### src/rtl/hci_pkg.sv
package hci_pkg;

    parameter int unsigned WORD_W    = 32;
    parameter int unsigned BLK_WORDS = 4;
    parameter int unsigned DIG_WORDS = 2;
    parameter int unsigned ROUNDS    = 4;

    localparam int unsigned BLK_W  = WORD_W * BLK_WORDS;
    localparam int unsigned DIG_W  = WORD_W * DIG_WORDS;
    localparam int unsigned FOLD_N = BLK_W / DIG_W;
    localparam int unsigned WIDX_W = (BLK_WORDS > 1) ? $clog2(BLK_WORDS) : 1;
    localparam int unsigned RCNT_W = (ROUNDS > 1) ? $clog2(ROUNDS) : 1;
    localparam int unsigned OIDX_W = (DIG_WORDS > 1) ? $clog2(DIG_WORDS) : 1;

    typedef logic [WORD_W-1:0] word_t;
    typedef logic [BLK_W-1:0]  blk_t;
    typedef logic [DIG_W-1:0]  dig_t;
    typedef logic [WIDX_W-1:0] widx_t;
    typedef logic [RCNT_W-1:0] rcnt_t;
    typedef logic [OIDX_W-1:0] oidx_t;

    localparam dig_t  DIG_IV    = dig_t'(64'h0123_4567_89AB_CDEF);
    localparam word_t W_BITS    = word_t'(WORD_W);
    localparam widx_t WIDX_LAST = widx_t'(BLK_WORDS - 1);
    localparam rcnt_t RCNT_LAST = rcnt_t'(ROUNDS - 1);
    localparam oidx_t OIDX_LAST = oidx_t'(DIG_WORDS - 1);

    typedef enum logic {LD_LEN, LD_DATA} ld_state_e;
    typedef enum logic {MX_IDLE, MX_RUN} mx_state_e;

    // metadata carried with each filled buffer
    typedef struct packed {
        logic last;   // final block of its message
        logic empty;  // zero-length message, no data to mix
    } tag_t;

    function automatic dig_t fold_block(blk_t b);
        dig_t f;
        f = '0;
        for (int unsigned i = 0; i < FOLD_N; i++) begin
            f = f ^ b[i*DIG_W +: DIG_W];
        end
        return f;
    endfunction

    function automatic dig_t mix_round(dig_t s, blk_t b, rcnt_t r);
        return {s[DIG_W-2:0], s[DIG_W-1]} ^ fold_block(b) ^ dig_t'(r);
    endfunction

endpackage

### src/rtl/hci_blockbuf.sv
module hci_blockbuf
    import hci_pkg::*;
(
    input  logic       clk,
    input  logic       rst,
    input  logic       wr_en,
    input  logic       wr_sel,
    input  widx_t      wr_idx,
    input  word_t      wr_data,
    input  logic       close_en,
    input  tag_t       close_tag,
    input  logic       rel_en,
    input  logic       rd_sel,
    output logic [1:0] valid,
    output tag_t       rd_tag,
    output blk_t       rd_blk
);

    blk_t mem  [2];
    tag_t tags [2];

    always_ff @(posedge clk) begin
        if (rst) begin
            valid <= '0;
            for (int g = 0; g < 2; g++) begin
                mem[g]  <= '0;
                tags[g] <= '0;
            end
        end else begin
            for (int g = 0; g < 2; g++) begin
                if (wr_en && (int'(wr_sel) == g)) begin
                    if (wr_idx == '0) begin
                        mem[g] <= blk_t'(wr_data) << ((BLK_WORDS - 1) * WORD_W);
                    end else begin
                        mem[g][(BLK_WORDS - 1 - int'(wr_idx)) * WORD_W +: WORD_W] <= wr_data;
                    end
                end
                if (close_en && (int'(wr_sel) == g)) begin
                    valid[g] <= 1'b1;
                    tags[g]  <= close_tag;
                end
                if (rel_en && (int'(rd_sel) == g)) begin
                    valid[g] <= 1'b0;
                end
            end
        end
    end

    assign rd_tag = tags[rd_sel];
    assign rd_blk = mem[rd_sel];

    // the loader never writes or closes a buffer the mixer still owns
    a_r9_no_overwrite: assert property (@(posedge clk) disable iff (rst)
        (wr_en || close_en) |-> !valid[wr_sel]);

    // the mixer only retires a buffer that holds a block
    a_r6_release_valid: assert property (@(posedge clk) disable iff (rst)
        rel_en |-> valid[rd_sel]);

endmodule

### src/rtl/hci_loader.sv
module hci_loader
    import hci_pkg::*;
(
    input  logic       clk,
    input  logic       rst,
    input  word_t      rx_data,
    input  logic       rx_empty,
    output logic       rx_pop,
    input  logic [1:0] buf_valid,
    output logic       wr_en,
    output logic       wr_sel,
    output widx_t      wr_idx,
    output word_t      wr_data,
    output logic       close_en,
    output tag_t       close_tag
);

    ld_state_e st;
    logic      rd_q;      // a popped word is on rx_data this cycle
    logic      fill_sel;
    widx_t     widx;
    word_t     bits_left;

    logic is_len;
    logic last_word;
    logic closes;

    always_comb begin
        is_len    = (st == LD_LEN);
        last_word = (bits_left <= W_BITS);
        closes    = rd_q && (is_len ? (rx_data == '0)
                                    : (last_word || (widx == WIDX_LAST)));
        wr_en     = rd_q && !is_len;
        wr_sel    = fill_sel;
        wr_idx    = widx;
        wr_data   = rx_data;
        close_en  = closes;
        close_tag.last  = is_len ? 1'b1 : last_word;
        close_tag.empty = is_len;
        // the word popped now lands in fill_sel, or in the other buffer if
        // the word arriving now closes fill_sel
        rx_pop = !rst && !rx_empty && !buf_valid[fill_sel]
                 && !(closes && buf_valid[~fill_sel]);
    end

    always_ff @(posedge clk) begin
        if (rst) begin
            st        <= LD_LEN;
            rd_q      <= 1'b0;
            fill_sel  <= 1'b0;
            widx      <= '0;
            bits_left <= '0;
        end else begin
            rd_q <= rx_pop;
            if (rd_q) begin
                if (is_len) begin
                    bits_left <= rx_data;
                    widx      <= '0;
                    if (rx_data != '0) st <= LD_DATA;
                end else begin
                    bits_left <= last_word ? '0 : (bits_left - W_BITS);
                    widx      <= closes ? '0 : (widx + widx_t'(1));
                    if (last_word) st <= LD_LEN;
                end
            end
            if (closes) fill_sel <= ~fill_sel;
        end
    end

    // a zero length word turns into a ready buffer on the next cycle
    a_r8_null_entry: assert property (@(posedge clk) disable iff (rst)
        (rd_q && (st == LD_LEN) && (rx_data == '0)) |=> buf_valid[$past(fill_sel)]);

    // data words are only taken while a message is open
    a_r4_data_in_message: assert property (@(posedge clk) disable iff (rst)
        (rd_q && (st == LD_DATA)) |-> (bits_left != '0));

endmodule

### src/rtl/hci_mixer.sv
module hci_mixer
    import hci_pkg::*;
(
    input  logic       clk,
    input  logic       rst,
    input  logic [1:0] buf_valid,
    input  tag_t       rd_tag,
    input  blk_t       rd_blk,
    output logic       rd_sel,
    output logic       rel_en,
    input  logic       emit_busy,
    output logic       emit_load,
    output dig_t       emit_digest
);

    mx_state_e st;
    logic      ptr;
    rcnt_t     rcnt;
    dig_t      chain;

    logic ready;
    logic null_go;
    logic last_round;
    dig_t nxt;

    always_comb begin
        rd_sel      = ptr;
        ready       = buf_valid[ptr] && !(rd_tag.last && emit_busy);
        nxt         = mix_round(chain, rd_blk, rcnt);
        null_go     = (st == MX_IDLE) && ready && rd_tag.empty;
        last_round  = (st == MX_RUN) && (rcnt == RCNT_LAST);
        rel_en      = null_go || last_round;      // one-cycle done pulse
        emit_load   = rel_en && rd_tag.last;
        emit_digest = null_go ? chain : nxt;
    end

    always_ff @(posedge clk) begin
        if (rst) begin
            st    <= MX_IDLE;
            ptr   <= 1'b0;
            rcnt  <= '0;
            chain <= DIG_IV;
        end else begin
            case (st)
                MX_IDLE: begin
                    if (ready && !rd_tag.empty) begin
                        st   <= MX_RUN;
                        rcnt <= '0;
                    end
                end
                MX_RUN: begin
                    chain <= nxt;
                    rcnt  <= rcnt + rcnt_t'(1);
                    if (last_round) begin
                        st <= MX_IDLE;
                        if (rd_tag.last) chain <= DIG_IV;
                    end
                end
                default: st <= MX_IDLE;
            endcase
            if (rel_en) ptr <= ~ptr;
        end
    end

    // a digest is handed over only when the output stage is free
    a_r7_load_idle_emitter: assert property (@(posedge clk) disable iff (rst)
        emit_load |-> !emit_busy);

    // a block run always begins from idle with a held buffer
    a_r6_run_entry: assert property (@(posedge clk) disable iff (rst)
        ((st == MX_RUN) && (rcnt == '0)) |-> (($past(st) == MX_IDLE) && buf_valid[ptr]));

endmodule

### src/rtl/hci_emitter.sv
module hci_emitter
    import hci_pkg::*;
(
    input  logic  clk,
    input  logic  rst,
    input  logic  load,
    input  dig_t  digest,
    input  logic  tx_full,
    output logic  tx_push,
    output word_t tx_data,
    output logic  busy
);

    dig_t  dig_q;
    oidx_t idx;

    always_comb begin
        tx_push = busy && !tx_full;
        tx_data = dig_q[(DIG_WORDS - 1 - int'(idx)) * WORD_W +: WORD_W];
    end

    always_ff @(posedge clk) begin
        if (rst) begin
            busy  <= 1'b0;
            idx   <= '0;
            dig_q <= '0;
        end else if (load) begin
            busy  <= 1'b1;
            idx   <= '0;
            dig_q <= digest;
        end else if (tx_push) begin
            if (idx == OIDX_LAST) begin
                busy <= 1'b0;
                idx  <= '0;
            end else begin
                idx <= idx + oidx_t'(1);
            end
        end
    end

    // a word stalled by a full output FIFO is held
    a_r7_hold_stalled: assert property (@(posedge clk) disable iff (rst)
        (busy && tx_full) |=> ($stable(tx_data) && busy));

    // no push outside an active digest transfer
    a_r3_push_in_transfer: assert property (@(posedge clk) disable iff (rst)
        $rose(busy) |-> ($past(load) && (idx == '0)));

endmodule

### src/rtl/hci_core.sv
module hci_core
    import hci_pkg::*;
(
    input  logic        clk,
    input  logic        rst,
    input  logic [31:0] rx_data,
    input  logic        rx_empty,
    output logic        rx_pop,
    output logic [31:0] tx_data,
    input  logic        tx_full,
    output logic        tx_push
);

    logic       wr_en;
    logic       wr_sel;
    widx_t      wr_idx;
    word_t      wr_data;
    logic       close_en;
    tag_t       close_tag;
    logic       rel_en;
    logic       rd_sel;
    logic [1:0] buf_valid;
    tag_t       rd_tag;
    blk_t       rd_blk;
    logic       emit_busy;
    logic       emit_load;
    dig_t       emit_digest;

    hci_loader u_loader (
        .clk       (clk),
        .rst       (rst),
        .rx_data   (rx_data),
        .rx_empty  (rx_empty),
        .rx_pop    (rx_pop),
        .buf_valid (buf_valid),
        .wr_en     (wr_en),
        .wr_sel    (wr_sel),
        .wr_idx    (wr_idx),
        .wr_data   (wr_data),
        .close_en  (close_en),
        .close_tag (close_tag)
    );

    hci_blockbuf u_buf (
        .clk       (clk),
        .rst       (rst),
        .wr_en     (wr_en),
        .wr_sel    (wr_sel),
        .wr_idx    (wr_idx),
        .wr_data   (wr_data),
        .close_en  (close_en),
        .close_tag (close_tag),
        .rel_en    (rel_en),
        .rd_sel    (rd_sel),
        .valid     (buf_valid),
        .rd_tag    (rd_tag),
        .rd_blk    (rd_blk)
    );

    hci_mixer u_mixer (
        .clk         (clk),
        .rst         (rst),
        .buf_valid   (buf_valid),
        .rd_tag      (rd_tag),
        .rd_blk      (rd_blk),
        .rd_sel      (rd_sel),
        .rel_en      (rel_en),
        .emit_busy   (emit_busy),
        .emit_load   (emit_load),
        .emit_digest (emit_digest)
    );

    hci_emitter u_emit (
        .clk     (clk),
        .rst     (rst),
        .load    (emit_load),
        .digest  (emit_digest),
        .tx_full (tx_full),
        .tx_push (tx_push),
        .tx_data (tx_data),
        .busy    (emit_busy)
    );

    // no strobe while reset is applied
    a_r1_quiet_in_reset: assert property (@(posedge clk)
        rst |-> (!rx_pop && !tx_push));

endmodule

### config.mk
export PLATFORM = sky130hd
export DESIGN_NAME = hci_core
export DESIGN_NICKNAME = d
export VERILOG_FILES = /design/src/rtl/hci_pkg.sv /design/src/rtl/hci_blockbuf.sv /design/src/rtl/hci_loader.sv /design/src/rtl/hci_mixer.sv /design/src/rtl/hci_emitter.sv /design/src/rtl/hci_core.sv
export SDC_FILE = /design/constraint.sdc
export NUM_CORES = 1
export LEC_CHECK = 0
export CAP_MARGIN = 10
export CORE_UTILIZATION = 58
export DETAILED_ROUTE_END_ITERATION = 16
export DONT_BUFFER_PORTS = 1
export GPL_TIMING_DRIVEN = 0
export PLACE_DENSITY = 0.79
export SLEW_MARGIN = 40
export SYNTH_ARGS = -nofsm -noshare
export SYNTH_HDL_FRONTEND = slang
export SYNTH_SLANG_ARGS = --single-unit
### constraint.sdc
create_clock -name clk -period 3.86 [get_ports clk]
set_input_delay 0.579 -clock clk [delete_from_list [all_inputs] [get_ports clk]]
set_output_delay 0.579 -clock clk [all_outputs]
set_load 0.02 [all_outputs]
==> results.txt <==
CTS buffer count - 44
Final Setup Violations - 0
internal power - 8.03 mW
port bufs - 0
cells along the critical path - or4_4 > or4_1 > buf_2 > o31ai_4 > o221ai_2 > a21oi_1 > o41ai_2
Fillers - 2,560
number of primary I/O pins - 70
Clk pwr share - 38.6%
Final min period - 3720 ps
Max Clk Rate - 269 MHz
Nets - 1,945
GR Util met3 - 5.24%
syn nets - 1,892
Total Die Area - 0.0354 mm^2
DRT Wirelength - 55.5 mm
Remaining DRCs - 0
DIE HEIGHT - 188 um
fin. max-slew vios - 0
Main synth FF type - edfxtp_1
post-synthesis sequential area ratio - 56.2%
Initial Utilization - 59.5%
Post-Place Worst Slack - 629 ps
Least-Margin Pin Slew - 891 ps
worst path arrival time - 3140 ps
layout cells sized above 1 - 7.71%
Die W - 188 um
maxcap violations - 0
GR Overflow Total - 0
cells after synthesis - 1,847
clock sinks - 434
M2 GR Usage - 50.3%
Routed WL per cell - 23.3 um
maximum fanout along the worst path - 8
GPL Wtd Cong - 0.970
Yosys cell types - 56
num rows - 67
CTS Buffer Depth - 3
CP delay by family, top - simple AND/OR/NAND/NOR gates
antenna violations before repair - 0
latest clock arrival within the worst-skew pair - 550 ps
maximum vdd drop - 0.000423 V
Clock Skew - 20.2 ps
total core area - 0.0338 mm^2
routed vias - 14,500
Clk Tree Root Cell - clkbuf_16
vias in the first global route - 13,900
Psw - 2.75 mW
Crit path largest cell delay - 590 ps
H-tree Lvls - 2
clock-pin slew on the worst setup and hold paths - 60 ps
all-layer global routing usage - 31.5%
WS Path Type - reg -> out
GR Util met1 - 43.6%
relative slew slack - 40.4%
Layout area overhead - 10.8%
ys async rst share - 0%
Sw Share - 25.5%
Antenna Cells - 0
Leakage - 7.57 nW
Bufs and invs on worst path - 1
pin count of the biggest net entering global routing - 33
grt peak-use layer - met2
PD cells - 484 mW/mm^2
total placed cells including tap cells - 2,299
synthesized area per cell - 10.9 um^2
via/cell ratio - 6.08
Hold Fails Final Rpt - 0
hpwl dp - 39.3 mm
first-pass GRT wire length - 83.5 mm
Final period util - 96.4%
DRT Pass-1 Iters - 6
Synth Warn # - 0
antenna viol nets, final - 0
part of the power in registers - 49.2%
number of synthesized flops with an enable pin - 260
outcome - finished clean
Starting DRT DRC Count - 1,550
clock tree from TritonCTS - done
HP Class - in -> reg
post-layout power - 10.8 mW
worst setup slack after layout - 138 ps
CP startpoint kind - flop
Yosys reg bits - 434
Critical Path RT - 3280 ps
RSZ-0062 raised after global routing - no
synthesized area - 0.0201 mm^2
Layout Cells excl Fill - 2,380
CP max stage cell - or4_4
Hold Slack - 161 ps
Logic pwr share - 12.2%
Setup crit end kind - output pin
==> synthesized netlist by cell type (all sizes together), types with 4 or more instances <==
master	count	share of area, %
a211oi	64	2.4
buf	22	0.43
nand4	5	0.16
o21ai	57	1.4
a21oi	125	3.1
nand2	90	1.7
and2	226	7.0
dfxtp	174	17
o311ai	5	0.22
a21o	6	0.22
nor2b	8	0.25
a31oi	5	0.16
mux2	33	1.9
nor3	43	1.1
xnor2	190	8.3
nand3	4	0.10
nor4	33	1.0
clkbuf	90	1.7
clkinv	4	0.075
or4	8	0.34
mux2i	69	3.4
or2	6	0.19
a22oi	17	0.64
nor2	166	3.1
nand2b	70	2.2
inv	16	0.30
ha	9	0.56
edfxtp	260	39
xor2	6	0.26
==> power groups by stage <==
stage / Combinational (mW) / Sequential, mW / Clock, mW
5_1_grt: 1.41 / 5.32 / 4.36
3_3_place_gp: 1.22 / 5.39 / 0
6_report: 1.31 / 5.30 / 4.16
4_1_cts: 1.28 / 5.30 / 4.18
2_1_floorplan: 0.895 / 5.36 / 0
3_5_place_dp: 1.27 / 5.40 / 0
==> state kept, by name, summed over array words and instances, names as in the netlist, 2 cells and up, named ones only <==
register	flops
u_buf.valid	2
u_loader.wr_idx	2
u_mixer.rcnt	2
u_emit.dig_q	64
u_buf.mem	256
u_loader.bits_left	32
u_mixer.chain	64
u_buf.tags	4
==> metal layers <==
layer | share of wire, % | routed length [um]
met1 | 42 | 23100
met2 | 46 | 25600
met3 | 9.2 | 5090
met4 | 3.0 | 1680
met5 | 0 | 0
==> cell families (layout without fill, tap and decap cells) <==
family	after synthesis	after routing	share of synthesized area [%]
compound gates	304	304	9.33
buf+inv	132	217	2.49
fa+ha+maj	9	9	0.561
simple gates	670	670	17.6
flops	434	434	56.2
mux	102	102	5.29
xor+xnor	196	196	8.55
==> stage by stage <==
| stage | utilization [%] | area (um^2) | setup TNS (ps) |
|---|---|---|---|
| floorplan | - | 20100 | 0 |
| global placement | 61.1 | 20600 | -372300 |
| detailed placement | 61.7 | 20800 | 0 |
| CTS | 65.8 | 22200 | 0 |
| global route | 65.9 | 22300 | 0 |
| finish | 65.9 | 22300 | 0 |
==> worst reg2reg max path, stage by stage, from the launching register on <==
cell,delay [ps]
dfxtp_1,480
inv_1,130
ha_1,280
or3_1,400
a21oi_1,620
nor3_1,200
buf_1,300
clkbuf_1,350
and2_1,270
==> cells in the final DEF, fill, tap and decap left out, types with 6 or more instances in the layout <==
| cell | n |
|---|---|
| clkinv_1 | 6 |
| mux2_2 | 33 |
| dfxtp_1 | 174 |
| a21o_4 | 6 |
| inv_1 | 16 |
| buf_1 | 13 |
| a21oi_1 | 125 |
| a211oi_1 | 63 |
| a22oi_1 | 17 |
| clkbuf_16 | 45 |
| clkinv_2 | 15 |
| and2_1 | 226 |
| nor3_1 | 42 |
| nand2b_1 | 70 |
| nor2_1 | 161 |
| o21ai_0 | 57 |
| xor2_1 | 6 |
| buf_2 | 8 |
| nand2_1 | 90 |
| nor2b_1 | 8 |
| nor4_1 | 32 |
| mux2i_1 | 69 |
| xnor2_1 | 190 |
| clkbuf_1 | 93 |
| or4_1 | 6 |
| ha_1 | 9 |
| edfxtp_1 | 260 |
==> worst paths after layout <==
check / start / end / slack, ps / cells past startpoint
worst max-delay path: u_loader.bits_left[20] / rx_pop / 140 / 7
worst min register to register: u_emit.dig_q[0] / u_emit.dig_q[0] / 450 / 2
worst min-delay path: rx_empty / u_loader.rd_q / 160 / 1
worst max register to register: u_loader.wr_idx[0] / u_buf.mem[1][108] / 600 / 8
==> timing repair <==
action	in CTS	in global routing
hold buffers	0	0
buffers inserted	0	3
gates resized for setup	0	1
setup endpoints to repair	0	1
==> cell type report <==
cell class	count	area, um^2	area share [%]
well taps	448	561	2.52
clock inverters	24	204	0.916
clock buffers	54	1190	5.34
flip-flops and latches	434	11300	50.7
repair buffers	7	120	0.539
multi-input cells	1281	8390	37.7
plain buffers	112	435	1.96
inverters	20	75.1	0.337
(Power assumes the default switching activity.)
